===== src/rtl/slot_wait_pkg.sv =====
package slot_wait_pkg;

  // Number of decoded target selects entering the block.
  localparam int unsigned NUM_SEL = 6;

  // Target region after priority decode; value i+1 corresponds to select bit i.
  typedef enum logic [2:0] {
    RG_NONE = 3'd0,
    RG_RAM  = 3'd1,
    RG_VID  = 3'd2,
    RG_ROM  = 3'd3,
    RG_SND  = 3'd4,
    RG_TMR  = 3'd5,
    RG_SER  = 3'd6
  } region_e;

  // Acknowledge controller states.
  typedef enum logic [1:0] {
    ST_IDLE  = 2'd0,  // armed, waiting for an address strobe
    ST_SLOT  = 2'd1,  // waiting for the next group boundary
    ST_COUNT = 2'd2,  // counting fixed wait states
    ST_HOLD  = 2'd3   // acknowledged or ignored, waiting for strobe release
  } ack_state_e;

endpackage


===== src/rtl/swg_reset_sync.sv =====
module swg_reset_sync (
  input  logic clk,
  input  logic rst_n,
  output logic rst_sync_n
);

  logic [1:0] sync_q;
  logic [1:0] sync_d;

  always_comb begin
    sync_d = {sync_q[0], 1'b1};
  end

  always_ff @(posedge clk or negedge rst_n) begin
    if (!rst_n) begin
      sync_q <= 2'b00;
    end else begin
      sync_q <= sync_d;
    end
  end

  assign rst_sync_n = sync_q[1];

endmodule


===== src/rtl/swg_slot_counter.sv =====
module swg_slot_counter #(
  parameter  int unsigned SLOT_LEN = 4,
  localparam int unsigned PH_W     = (SLOT_LEN > 1) ? $clog2(SLOT_LEN) : 1
) (
  input  logic            clk,
  input  logic            rst_n,
  output logic [PH_W-1:0] ph
);

  localparam logic [PH_W-1:0] PH_LAST = PH_W'(SLOT_LEN - 1);

  logic            adv_en;
  logic [PH_W-1:0] ph_d;

  // Free-running: the phase advances on every bus clock.
  assign adv_en = 1'b1;

  always_comb begin
    ph_d = ph;
    if (adv_en) begin
      ph_d = (ph == PH_LAST) ? '0 : ph + 1'b1;
    end
  end

  always_ff @(posedge clk or negedge rst_n) begin
    if (!rst_n) begin
      ph <= '0;
    end else begin
      ph <= ph_d;
    end
  end

endmodule


===== src/rtl/swg_region_decode.sv =====
module swg_region_decode
  import slot_wait_pkg::*;
(
  input  logic [NUM_SEL-1:0] sel,
  output region_e            region
);

  // Lowest-numbered select wins; scan downward so it is written last.
  always_comb begin
    region = RG_NONE;
    for (int i = NUM_SEL - 1; i >= 0; i--) begin
      if (sel[i]) begin
        region = region_e'(3'(i + 1));
      end
    end
  end

endmodule


===== src/rtl/swg_ack_ctrl.sv =====
module swg_ack_ctrl
  import slot_wait_pkg::*;
#(
  parameter int unsigned PH_W     = 2,
  parameter int unsigned WAIT_W   = 3,
  parameter int unsigned SND_WAIT = 1,
  parameter int unsigned TMR_WAIT = 4
) (
  input  logic            clk,
  input  logic            rst_n,
  input  logic            as_n,
  input  region_e         region,
  input  logic [PH_W-1:0] ph,
  output logic            dtack_n,
  output logic            vpa_n,
  output logic            grant
);

  localparam logic [WAIT_W-1:0] SND_CNT = WAIT_W'(SND_WAIT);
  localparam logic [WAIT_W-1:0] TMR_CNT = WAIT_W'(TMR_WAIT);

  ack_state_e        st_q,  st_d;
  region_e           reg_q, reg_d;
  logic [WAIT_W-1:0] cnt_q, cnt_d;
  logic              dtack_q, dtack_d;
  logic              vpa_q,   vpa_d;
  logic              at_bound;
  logic [WAIT_W-1:0] fixed_wait;

  assign at_bound   = (ph == '0);
  assign fixed_wait = (region == RG_SND) ? SND_CNT : TMR_CNT;

  always_comb begin
    st_d    = st_q;
    reg_d   = reg_q;
    cnt_d   = cnt_q;
    dtack_d = dtack_q;
    vpa_d   = vpa_q;
    grant   = 1'b0;
    unique case (st_q)
      ST_IDLE: begin
        dtack_d = 1'b1;
        vpa_d   = 1'b1;
        if (!as_n) begin
          reg_d = region;
          st_d  = ST_HOLD;
          case (region)
            RG_RAM, RG_VID: begin
              if (at_bound) begin
                dtack_d = 1'b0;
                grant   = (region == RG_RAM);
              end else begin
                st_d = ST_SLOT;
              end
            end
            RG_ROM: dtack_d = 1'b0;
            RG_SND, RG_TMR: begin
              if (fixed_wait == '0) begin
                dtack_d = 1'b0;
              end else begin
                cnt_d = fixed_wait - 1'b1;
                st_d  = ST_COUNT;
              end
            end
            RG_SER: vpa_d = 1'b0;
            default: ;
          endcase
        end
      end
      ST_SLOT: begin
        if (as_n) begin
          st_d = ST_IDLE;
        end else if (at_bound) begin
          dtack_d = 1'b0;
          grant   = (reg_q == RG_RAM);
          st_d    = ST_HOLD;
        end
      end
      ST_COUNT: begin
        if (as_n) begin
          st_d = ST_IDLE;
        end else if (cnt_q == '0) begin
          dtack_d = 1'b0;
          st_d    = ST_HOLD;
        end else begin
          cnt_d = cnt_q - 1'b1;
        end
      end
      ST_HOLD: begin
        if (as_n) begin
          dtack_d = 1'b1;
          vpa_d   = 1'b1;
          st_d    = ST_IDLE;
        end
      end
    endcase
  end

  always_ff @(posedge clk or negedge rst_n) begin
    if (!rst_n) begin
      st_q    <= ST_IDLE;
      reg_q   <= RG_NONE;
      cnt_q   <= '0;
      dtack_q <= 1'b1;
      vpa_q   <= 1'b1;
    end else begin
      st_q    <= st_d;
      reg_q   <= reg_d;
      cnt_q   <= cnt_d;
      dtack_q <= dtack_d;
      vpa_q   <= vpa_d;
    end
  end

  assign dtack_n = dtack_q;
  assign vpa_n   = vpa_q;

endmodule


===== src/rtl/swg_ram_strobe.sv =====
module swg_ram_strobe #(
  parameter int unsigned SLOT_LEN = 4,
  parameter int unsigned PH_W     = 2
) (
  input  logic            clk,
  input  logic            rst_n,
  input  logic            grant,
  input  logic [PH_W-1:0] ph,
  input  logic            rw_n,
  input  logic            uds_n,
  input  logic            lds_n,
  output logic            ras_n,
  output logic            cas_u_n,
  output logic            cas_l_n,
  output logic            we_n
);

  // Grant lands on the boundary edge; row, column and release follow.
  localparam logic [PH_W-1:0] PH_ROW = PH_W'(1);
  localparam logic [PH_W-1:0] PH_COL = PH_W'(2);
  localparam logic [PH_W-1:0] PH_END = PH_W'(SLOT_LEN - 1);

  logic act_q, act_d;
  logic ras_q, ras_d;
  logic cu_q,  cu_d;
  logic cl_q,  cl_d;
  logic we_q,  we_d;

  always_comb begin
    act_d = act_q;
    ras_d = ras_q;
    cu_d  = cu_q;
    cl_d  = cl_q;
    we_d  = we_q;
    if (grant) begin
      act_d = 1'b1;
    end
    if (act_q) begin
      if (ph == PH_ROW) begin
        ras_d = 1'b0;
        we_d  = rw_n;
      end
      if (ph == PH_COL) begin
        cu_d = uds_n;
        cl_d = lds_n;
      end
      if (ph == PH_END) begin
        act_d = 1'b0;
        ras_d = 1'b1;
        cu_d  = 1'b1;
        cl_d  = 1'b1;
        we_d  = 1'b1;
      end
    end
  end

  always_ff @(posedge clk or negedge rst_n) begin
    if (!rst_n) begin
      act_q <= 1'b0;
      ras_q <= 1'b1;
      cu_q  <= 1'b1;
      cl_q  <= 1'b1;
      we_q  <= 1'b1;
    end else begin
      act_q <= act_d;
      ras_q <= ras_d;
      cu_q  <= cu_d;
      cl_q  <= cl_d;
      we_q  <= we_d;
    end
  end

  assign ras_n   = ras_q;
  assign cas_u_n = cu_q;
  assign cas_l_n = cl_q;
  assign we_n    = we_q;

endmodule


===== src/rtl/slot_wait_gen.sv =====
module slot_wait_gen
  import slot_wait_pkg::*;
#(
  parameter int unsigned SLOT_LEN = 4,
  parameter int unsigned SND_WAIT = 1,
  parameter int unsigned TMR_WAIT = 4
) (
  input  logic               clk,
  input  logic               rst_n,
  input  logic               as_n,
  input  logic               rw_n,
  input  logic               uds_n,
  input  logic               lds_n,
  input  logic [NUM_SEL-1:0] region_sel,
  output logic               dtack_n,
  output logic               vpa_n,
  output logic               ras_n,
  output logic               cas_u_n,
  output logic               cas_l_n,
  output logic               we_n
);

  localparam int unsigned PH_W     = (SLOT_LEN > 1) ? $clog2(SLOT_LEN) : 1;
  localparam int unsigned MAX_WAIT = (SND_WAIT > TMR_WAIT) ? SND_WAIT : TMR_WAIT;
  localparam int unsigned WAIT_W   = (MAX_WAIT > 0) ? $clog2(MAX_WAIT + 1) : 1;

  logic            rst_sync_n;
  logic [PH_W-1:0] ph_q;
  region_e         region;
  logic            grant;

  swg_reset_sync u_rst (
    .clk        (clk),
    .rst_n      (rst_n),
    .rst_sync_n (rst_sync_n)
  );

  swg_slot_counter #(.SLOT_LEN(SLOT_LEN)) u_slot (
    .clk   (clk),
    .rst_n (rst_sync_n),
    .ph    (ph_q)
  );

  swg_region_decode u_dec (
    .sel    (region_sel),
    .region (region)
  );

  swg_ack_ctrl #(
    .PH_W     (PH_W),
    .WAIT_W   (WAIT_W),
    .SND_WAIT (SND_WAIT),
    .TMR_WAIT (TMR_WAIT)
  ) u_ack (
    .clk     (clk),
    .rst_n   (rst_sync_n),
    .as_n    (as_n),
    .region  (region),
    .ph      (ph_q),
    .dtack_n (dtack_n),
    .vpa_n   (vpa_n),
    .grant   (grant)
  );

  swg_ram_strobe #(.SLOT_LEN(SLOT_LEN), .PH_W(PH_W)) u_strb (
    .clk     (clk),
    .rst_n   (rst_sync_n),
    .grant   (grant),
    .ph      (ph_q),
    .rw_n    (rw_n),
    .uds_n   (uds_n),
    .lds_n   (lds_n),
    .ras_n   (ras_n),
    .cas_u_n (cas_u_n),
    .cas_l_n (cas_l_n),
    .we_n    (we_n)
  );

endmodule


===== config.mk =====
export PLATFORM = sky130hd
export DESIGN_NAME = slot_wait_gen
export DESIGN_NICKNAME = d
export VERILOG_FILES = /design/src/rtl/slot_wait_pkg.sv /design/src/rtl/swg_reset_sync.sv /design/src/rtl/swg_slot_counter.sv /design/src/rtl/swg_region_decode.sv /design/src/rtl/swg_ack_ctrl.sv /design/src/rtl/swg_ram_strobe.sv /design/src/rtl/slot_wait_gen.sv
export SDC_FILE = /design/constraint.sdc
export NUM_CORES = 1
export LEC_CHECK = 0
export ABC_CLOCK_PERIOD_IN_PS = 800
export BUFFER_PORTS_ARGS = -buffer_cell sky130_fd_sc_hd__buf_2
export CAP_MARGIN = 20
export CORE_ASPECT_RATIO = 1.25
export CORE_UTILIZATION = 55
export CTS_CLUSTER_DIAMETER = 30
export DETAILED_ROUTE_END_ITERATION = 10
export GPL_ROUTABILITY_DRIVEN = 0
export HOLD_SLACK_MARGIN = 0.02
export MAX_ROUTING_LAYER = met4
export PLACE_DENSITY = 0.78
export SLEW_MARGIN = 20
export SYNTH_ARGS = -nofsm -noshare
export SYNTH_HDL_FRONTEND = slang
export SYNTH_SLANG_ARGS = --single-unit

===== constraint.sdc =====
create_clock -name clk -period 0.8 [get_ports clk]
set_input_delay 0.04 -clock clk [delete_from_list [all_inputs] [get_ports clk]]
set_output_delay 0.04 -clock clk [all_outputs]
set_load 0.005 [all_outputs]

# [Word-level counts from Yosys, hierarchy flattened]
# Index checks and enable logic that the tools add are counted.
[totals] regBits=19 output_inout_bits=6 wordCells=111
[classes] n_addsub=3 n_eq_ne=24 muxes=54 n_bitwise=1 n_reduce_logical=17
[ops] operator="$mux W3" count=12
[ops] operator="$mux W1" count=27
[ops] operator="$mux W2" count=8
[ops] operator="$ne A2 B2 Y1 const B" count=7
[ops] operator="$eq A3 B3 Y1 const B" count=3
[ops] operator="$eq A2 B2 Y1 const B" count=4
[ops] operator="$pmux W2 S4" count=1
[ops] operator="$reduce_and A2 Y1" count=4
[ops] operator="$reduce_bool A2 Y1" count=4
[ops] operator="$eq A3 B1 Y1 const B" count=2
[ops] operator="$eq A3 B2 Y1 const B" count=2
[ops] operator="$logic_not A3 Y1" count=2
[ops] operator="$ne A3 B2 Y1 const B" count=2
[ops] operator="$pmux W3 S2" count=1
[ops] operator="$reduce_and A6 Y1" count=1
[ops] operator="$sub A3 B1 Y3 const B" count=2
[ops] operator="$reduce_and A5 Y1" count=1
[ops] operator="$eq A2 B1 Y1 const B" count=2
[ops] operator="$logic_not A2 Y1" count=2
[ops] operator="$ne A2 B1 Y1 const B" count=2
[ops] operator="$pmux W1 S2" count=2
[ops] operator="$pmux W1 S4" count=1
[ops] operator="$pmux W2 S2" count=1
[ops] operator="$reduce_and A4 Y1" count=1
[ops] operator="other kinds (4)" count=5

# [Depth between registers and ports, before layout]
[depth] depth_word=14 ltp_mapped=11

# [By module]
# Synthesis repeated with hierarchy kept, for this count alone.
[unflattened] hier_cells=110 area_unflattened_um2=1136.1
[modules_own_cells] module="swg_ack_ctrl" n_inst=1 cells_each=76 area_per_inst_um2=749.5
[modules_own_cells] module="swg_ram_strobe" n_inst=1 cells_each=19 area_per_inst_um2=217.7
[modules_own_cells] module="swg_slot_counter" n_inst=1 cells_each=4 area_per_inst_um2=66.3
[modules_own_cells] module="swg_reset_sync" n_inst=1 cells_each=3 area_per_inst_um2=53.8
[modules_own_cells] module="swg_region_decode" n_inst=1 cells_each=8 area_per_inst_um2=48.8

# [Worst setup path after synthesis]
# OpenSTA, ideal clock, no wires.
[synth_path] kind="reg2reg" startpoint="register u_ack.st_q[0]" endpoint="register u_ack.cnt_q[2]" setup_ns=0.124 arrival_time_ns=1.795 required_time_ns=0.676 slack_ns=-1.119 stages_incl_launch_ff=11 synth_period_minus_slack_ns=1.919 cell_sequence="dfrtp_1 > inv_1 > ha_1 > buf_2 > inv_1 > nand2_1 > a21boi_0 > ha_1 > xnor2_1 > a41o_1 > a211o_1"
[synth_via] elab_chain_cells=3
[synth_rtl] element="from (decl)" line_no="swg_ack_ctrl.sv:22" rtl="ack_state_e st_q, st_d;"
[synth_rtl] element="from (signal assigned)" line_no="swg_ack_ctrl.sv:107" rtl="st_q <= st_d;"
[synth_rtl] element="$eq A2 B2 Y1 or $logic_not A2 Y1 (tied branches)" line_no="swg_ack_ctrl.sv:40" rtl="unique case (st_q)"
[synth_rtl] element="$ne A2 B2 Y1 (no line) or $reduce_bool A2 Y1 (tied branches)"
[synth_rtl] element="$reduce_and A6 Y1 (no line)"
[synth_rtl] element="to (signal assigned)" line_no="swg_ack_ctrl.sv:109" rtl="cnt_q <= cnt_d;"
[synth_rtl] element="to (decl)" line_no="swg_ack_ctrl.sv:24" rtl="logic [WAIT_W-1:0] cnt_q, cnt_d;"
# Several ways; a longest one is shown, not always the timed one.
# A chain may end at the register's enable or synchronous reset.

# [Worst setup path after layout]
[layout_path] startpoint="register u_ack.st_q[1]" endpoint="register u_strb.act_q"
[layout_via] elab_chain_cells=5
[layout_rtl] element="$eq A2 B1 Y1 or $logic_not A2 Y1 (tied branches)" line_no="swg_ack_ctrl.sv:40"
[layout_rtl] element="$pmux W1 S2 (*)" line_no="swg_ack_ctrl.sv:40"
[layout_rtl] element="$mux W1 (*)" line_no="swg_ram_strobe.sv:35" rtl="if (grant) begin"
[layout_rtl] element="$mux W1" line_no="swg_ram_strobe.sv:47" rtl="if (ph == PH_END) begin"
[layout_rtl] element="$mux W1 (*)" line_no="swg_ram_strobe.sv:38" rtl="if (act_q) begin"
[layout_rtl] element="via u_strb.act_d" line_no="swg_ram_strobe.sv:23" rtl="logic act_q, act_d;"
[layout_rtl] element="to (signal assigned)" line_no="swg_ram_strobe.sv:65" rtl="act_q <= act_d;"
[layout_rtl] element="to (decl)" line_no="swg_ram_strobe.sv:23"
# The timed path passes the listed nets; every way through them passes the cells marked *.

==> qor_table.md <==
| Item | This run |
|---|---|
| Outcome | finished, violations left |
| Violated checks | negative setup slack |
| Clock root cell | sky130_fd_sc_hd__clkbuf_4 |
| Number of nets produced by synthesis | 139 |
| Wire length of the first global-routing pass | 5300 µm |
| Area used by sequential logic in the layout | 483 µm² |
| Clock Latency Late Sink | 0.30 ns |
| H-tree levels | 1 |
| Count of state elements after synthesis | 19 |
| Multi-input logic area | 768 µm² |
| Number of max-cap violations | 0 |
| Cell Count Post-Placement | 186 |
| Static power due to leakage | 0.913 nW |
| Multiplexer area fraction after synthesis | 0.0264 |
| Number of vias per cell | 6.58 |
| Ratio of cells with drive above 1 in the final layout | 0.577 |
| Worst-path maximum fanout | 6 |
| Post-Route Skew | 0.00402 ns |
| TritonRoute pass-1 iters | 7 |
| Fin crit period | 1.92 ns |
| Initial antenna violation count | 0 |
| ANT nets after route | 0 |
| Post-layout instance count excluding filler cells | 202 |
| Critical-path cell with the highest stage delay | sky130_fd_sc_hd__dfrtp_1 |
| Nature of the critical path startpoint | flip-flop |
| Hold WC Path Type | primary input to async pin |
| Worst Path Required | 0.96 ns |
| Mapped Avg Cell Area | 9.63 µm² |
| Final worst hold slack | 0.0382 ns |
| Total half-perimeter wirelength after legalization and detailed placement | 2220 µm |
| Worst-path clk slew | 0.12 ns |
| TritonCTS clock tree | done |
| Compound-Gate Fraction of Synth Area | 0.238 |
| Vertical extent of the die | 52.8 µm |
| Antenna cell count | 0 |
| DRC violations left | 0 |
| Adder-cell share of the synthesized area | 0.0991 |
| Number of hold violations in the final report | 0 |
| DIE AREA | 2250 µm² |
| Area share of xor/xnor cells in the synthesized design | 0.00771 |
| Initial core utilization | 0.580 |
| Number of max-slew violations in the final report | 0 |
| Cell count after synthesis | 118 |
| Area Overhead vs Synth | 64.1% |
| Commonest non-fill, non-tap cells in the layout | sky130_fd_sc_hd__buf_4 (35), sky130_fd_sc_hd__buf_2 (14), sky130_fd_sc_hd__buf_6 (13), sky130_fd_sc_hd__dfrtp_1 (13), sky130_fd_sc_hd__nand2_1 (9) |
| Total number of yosys warnings | 0 |
| Most common flop cell mapped by yosys | sky130_fd_sc_hd__dfrtp_1 |
| Arrival time at the worst endpoint | 2.08 ns |
| Floorplan core area | 1960 µm² |
| Async set or reset register ratio after synthesis | 1.00 |
| Total wirelength of the detailed-routed design | 4480 µm |
| Final critical-path share of the clock period | 2.40 |
| Maximum number of pins on one net before global-route repair | 18 |
| Cells traversed along the worst timing path | inv_1 -> ha_2 -> buf_6 -> nand2b_1 -> nand3b_1 -> a221oi_1 |
| Vias in the first global route | 1,222 |
| Unrepaired setup endpoints after global routing | true |
| Post-placement setup slack | -0.945 ns |
| FMAX | 521 MHz |
| Dominant combinational cell family by area after synthesis | compound AO/OA/AOI/OAI gates |
| Post-Synth Simple-Gate Area | 0.143 |
| Number of setup violations in the final report | 23 |
| Delay of the slowest critical-path stage | 0.45 ns |
| Slew at the pin closest to its max-slew limit | 0.527 ns |
| Min setup slack post-route | -1.12 ns |
| Sink count of the clock tree | 19 |
| Crit Path Category | flip-flop to flip-flop |
| Overflow left after global routing | 0 |
| Power Density | 2700 nW/µm² |
| Share of synthesized area occupied by flip-flops and latches | 0.425 |
| Worst-case clock buffer depth | 2 |
| Relative slew margins | 0.645 |
| Total standard cell area after synthesis | 1140 µm² |
| Row count | 18 |
| Number of distinct library cells after synthesis | 37 |
| Final net count | 204 |
| Number of enable-type register cells in the synthesized netlist | 0 |
| Filler Cells Inserted | 55 |
| Global-route usage over all layers | 0.338 |
| Worst vdd ir | 2.24 mV |
| CTS Buf Count | 3 |
| WL per Instance | 22.2 µm |
| Number of vias after detailed routing | 1,329 |
| Worst Setup End Kind | flip-flop |
| Count of input and output buffers | 17 |
| Number of DRC markers after the initial detailed-route iteration | 78 |
| Commonest non-fill, non-tap cell in the layout | sky130_fd_sc_hd__buf_4 |
| Die Wd | 42.7 µm |
| IO Pins | 18 |
[critical path, delay by kind of cell (launching register included)]
kind	cells	cell delay (ns)
and+or+nand+nor	2	0.31
AOI/OAI and AO/OA	1	0.44
adders and majority gates	1	0.25
DFF	1	0.45
buffers and inverters	2	0.32
[registers in the layout (all words and copies together) (netlist names), 2 cells and up]
name	count
u_ack.cnt_q	3
u_ack.reg_q	3
u_ack.st_q	2
u_rst.sync_q	2
u_slot.ph	2
[metal layers]
metal / share of wire / wire length [µm] / global-route usage
met3: 0.061 / 274 / 0.0241
met1: 0.33 / 1490 / 0.305
met5: 0 / 0 / -
met4: 0.087 / 388 / 0.281
met2: 0.52 / 2330 / 0.634
[per-stage QoR]
| stage | utilization | setup TNS, ns | instance area (µm²) | total power, mW |
|---|---|---|---|---|
| floorplan | - | -7.83 | 1170 | 2.64 |
| global placement | 0.778 | -8.96 | 1520 | 3.48 |
| detailed placement | 0.778 | -9.90 | 1520 | 3.60 |
| CTS | 0.878 | -10.97 | 1720 | 4.31 |
| global route | 0.951 | -14.36 | 1860 | 5.23 |
| finish | 0.951 | -13.42 | 1860 | 5.03 |
[where the power goes]
group | internal (mW) | total, mW | switching, mW
clock | 0.186 | 0.504 | 0.318
sequential | 1.23 | 1.43 | 0.197
combinational | 1.57 | 3.10 | 1.53
total | 2.99 | 5.03 | 2.04
[Yosys cell counts, types with 2 or more instances]
master	instances	area [µm²]
sky130_fd_sc_hd__o21a_1	3	22.5
sky130_fd_sc_hd__nor2_1	11	41.3
sky130_fd_sc_hd__dfrtp_1	13	325
sky130_fd_sc_hd__nand2_1	12	45.0
sky130_fd_sc_hd__o21ai_0	3	15.0
sky130_fd_sc_hd__dfstp_2	6	158
sky130_fd_sc_hd__mux2i_1	3	30.0
sky130_fd_sc_hd__o22a_1	6	52.6
sky130_fd_sc_hd__a221oi_1	2	17.5
sky130_fd_sc_hd__a211oi_1	3	22.5
sky130_fd_sc_hd__inv_1	13	48.8
sky130_fd_sc_hd__a21oi_1	4	20.0
sky130_fd_sc_hd__o31ai_1	2	15.0
sky130_fd_sc_hd__clkbuf_1	3	11.3
sky130_fd_sc_hd__ha_1	9	113
sky130_fd_sc_hd__nor3_1	4	20.0
[logic make-up (layout without fill, tap and decap cells)]
group / after synthesis / count (layout)
AO/OA/AOI/OAI: 35 / 35
AND/OR/NAND/NOR: 33 / 33
flip-flops: 19 / 19
buffers and inverters: 17 / 81
adder cells (fa/ha/maj): 9 / 9
multiplexers: 3 / 3
other: 1 / 1
XOR/XNOR: 1 / 1
[what timing repair did]
| item | in CTS | in global routing |
|---|---|---|
| hold buffers | 1 | 0 |
| endpoints found under the hold margin | 2 | 0 |
| pin swaps | 7 | 11 |
| endpoints found under the setup margin | 23 | 23 |
| gates resized for setup | 22 | 22 |
| buffers inserted | 12 | 6 |
[layout make-up]
cell class / count / area share
timing repair buffer: 64 / 0.273
clock buffer: 3 / 0.0121
sequential: 19 / 0.259
clock inverter: 1 / 0.00268
tap: 20 / 0.0134
inverter: 13 / 0.0275
multi-input combinational: 82 / 0.412
[final timing paths]
check                                           from                    endpoint  slack (ns)  cells after the start
setup / recovery           u_ack.st_q[1]$_DFFE_PN0P_      u_strb.act_q$_DFF_PN0_       -1.12                      6
hold / removal                                 rst_n   u_rst.sync_q[1]$_DFF_PN0_        0.04                      2
setup reg to reg           u_ack.st_q[1]$_DFFE_PN0P_      u_strb.act_q$_DFF_PN0_       -1.12                      6
hold reg to reg            u_rst.sync_q[1]$_DFF_PN0_  u_ack.cnt_q[2]$_DFFE_PN0P_        0.20                      1
max in group asynchronous  u_rst.sync_q[1]$_DFF_PN0_     u_strb.we_n$_DFFE_PN1P_        0.34                      1
min in group clk                                rw_n     u_strb.we_n$_DFFE_PN1P_        0.09                      3
No activity file was read; power rests on OpenSTA's default activity.
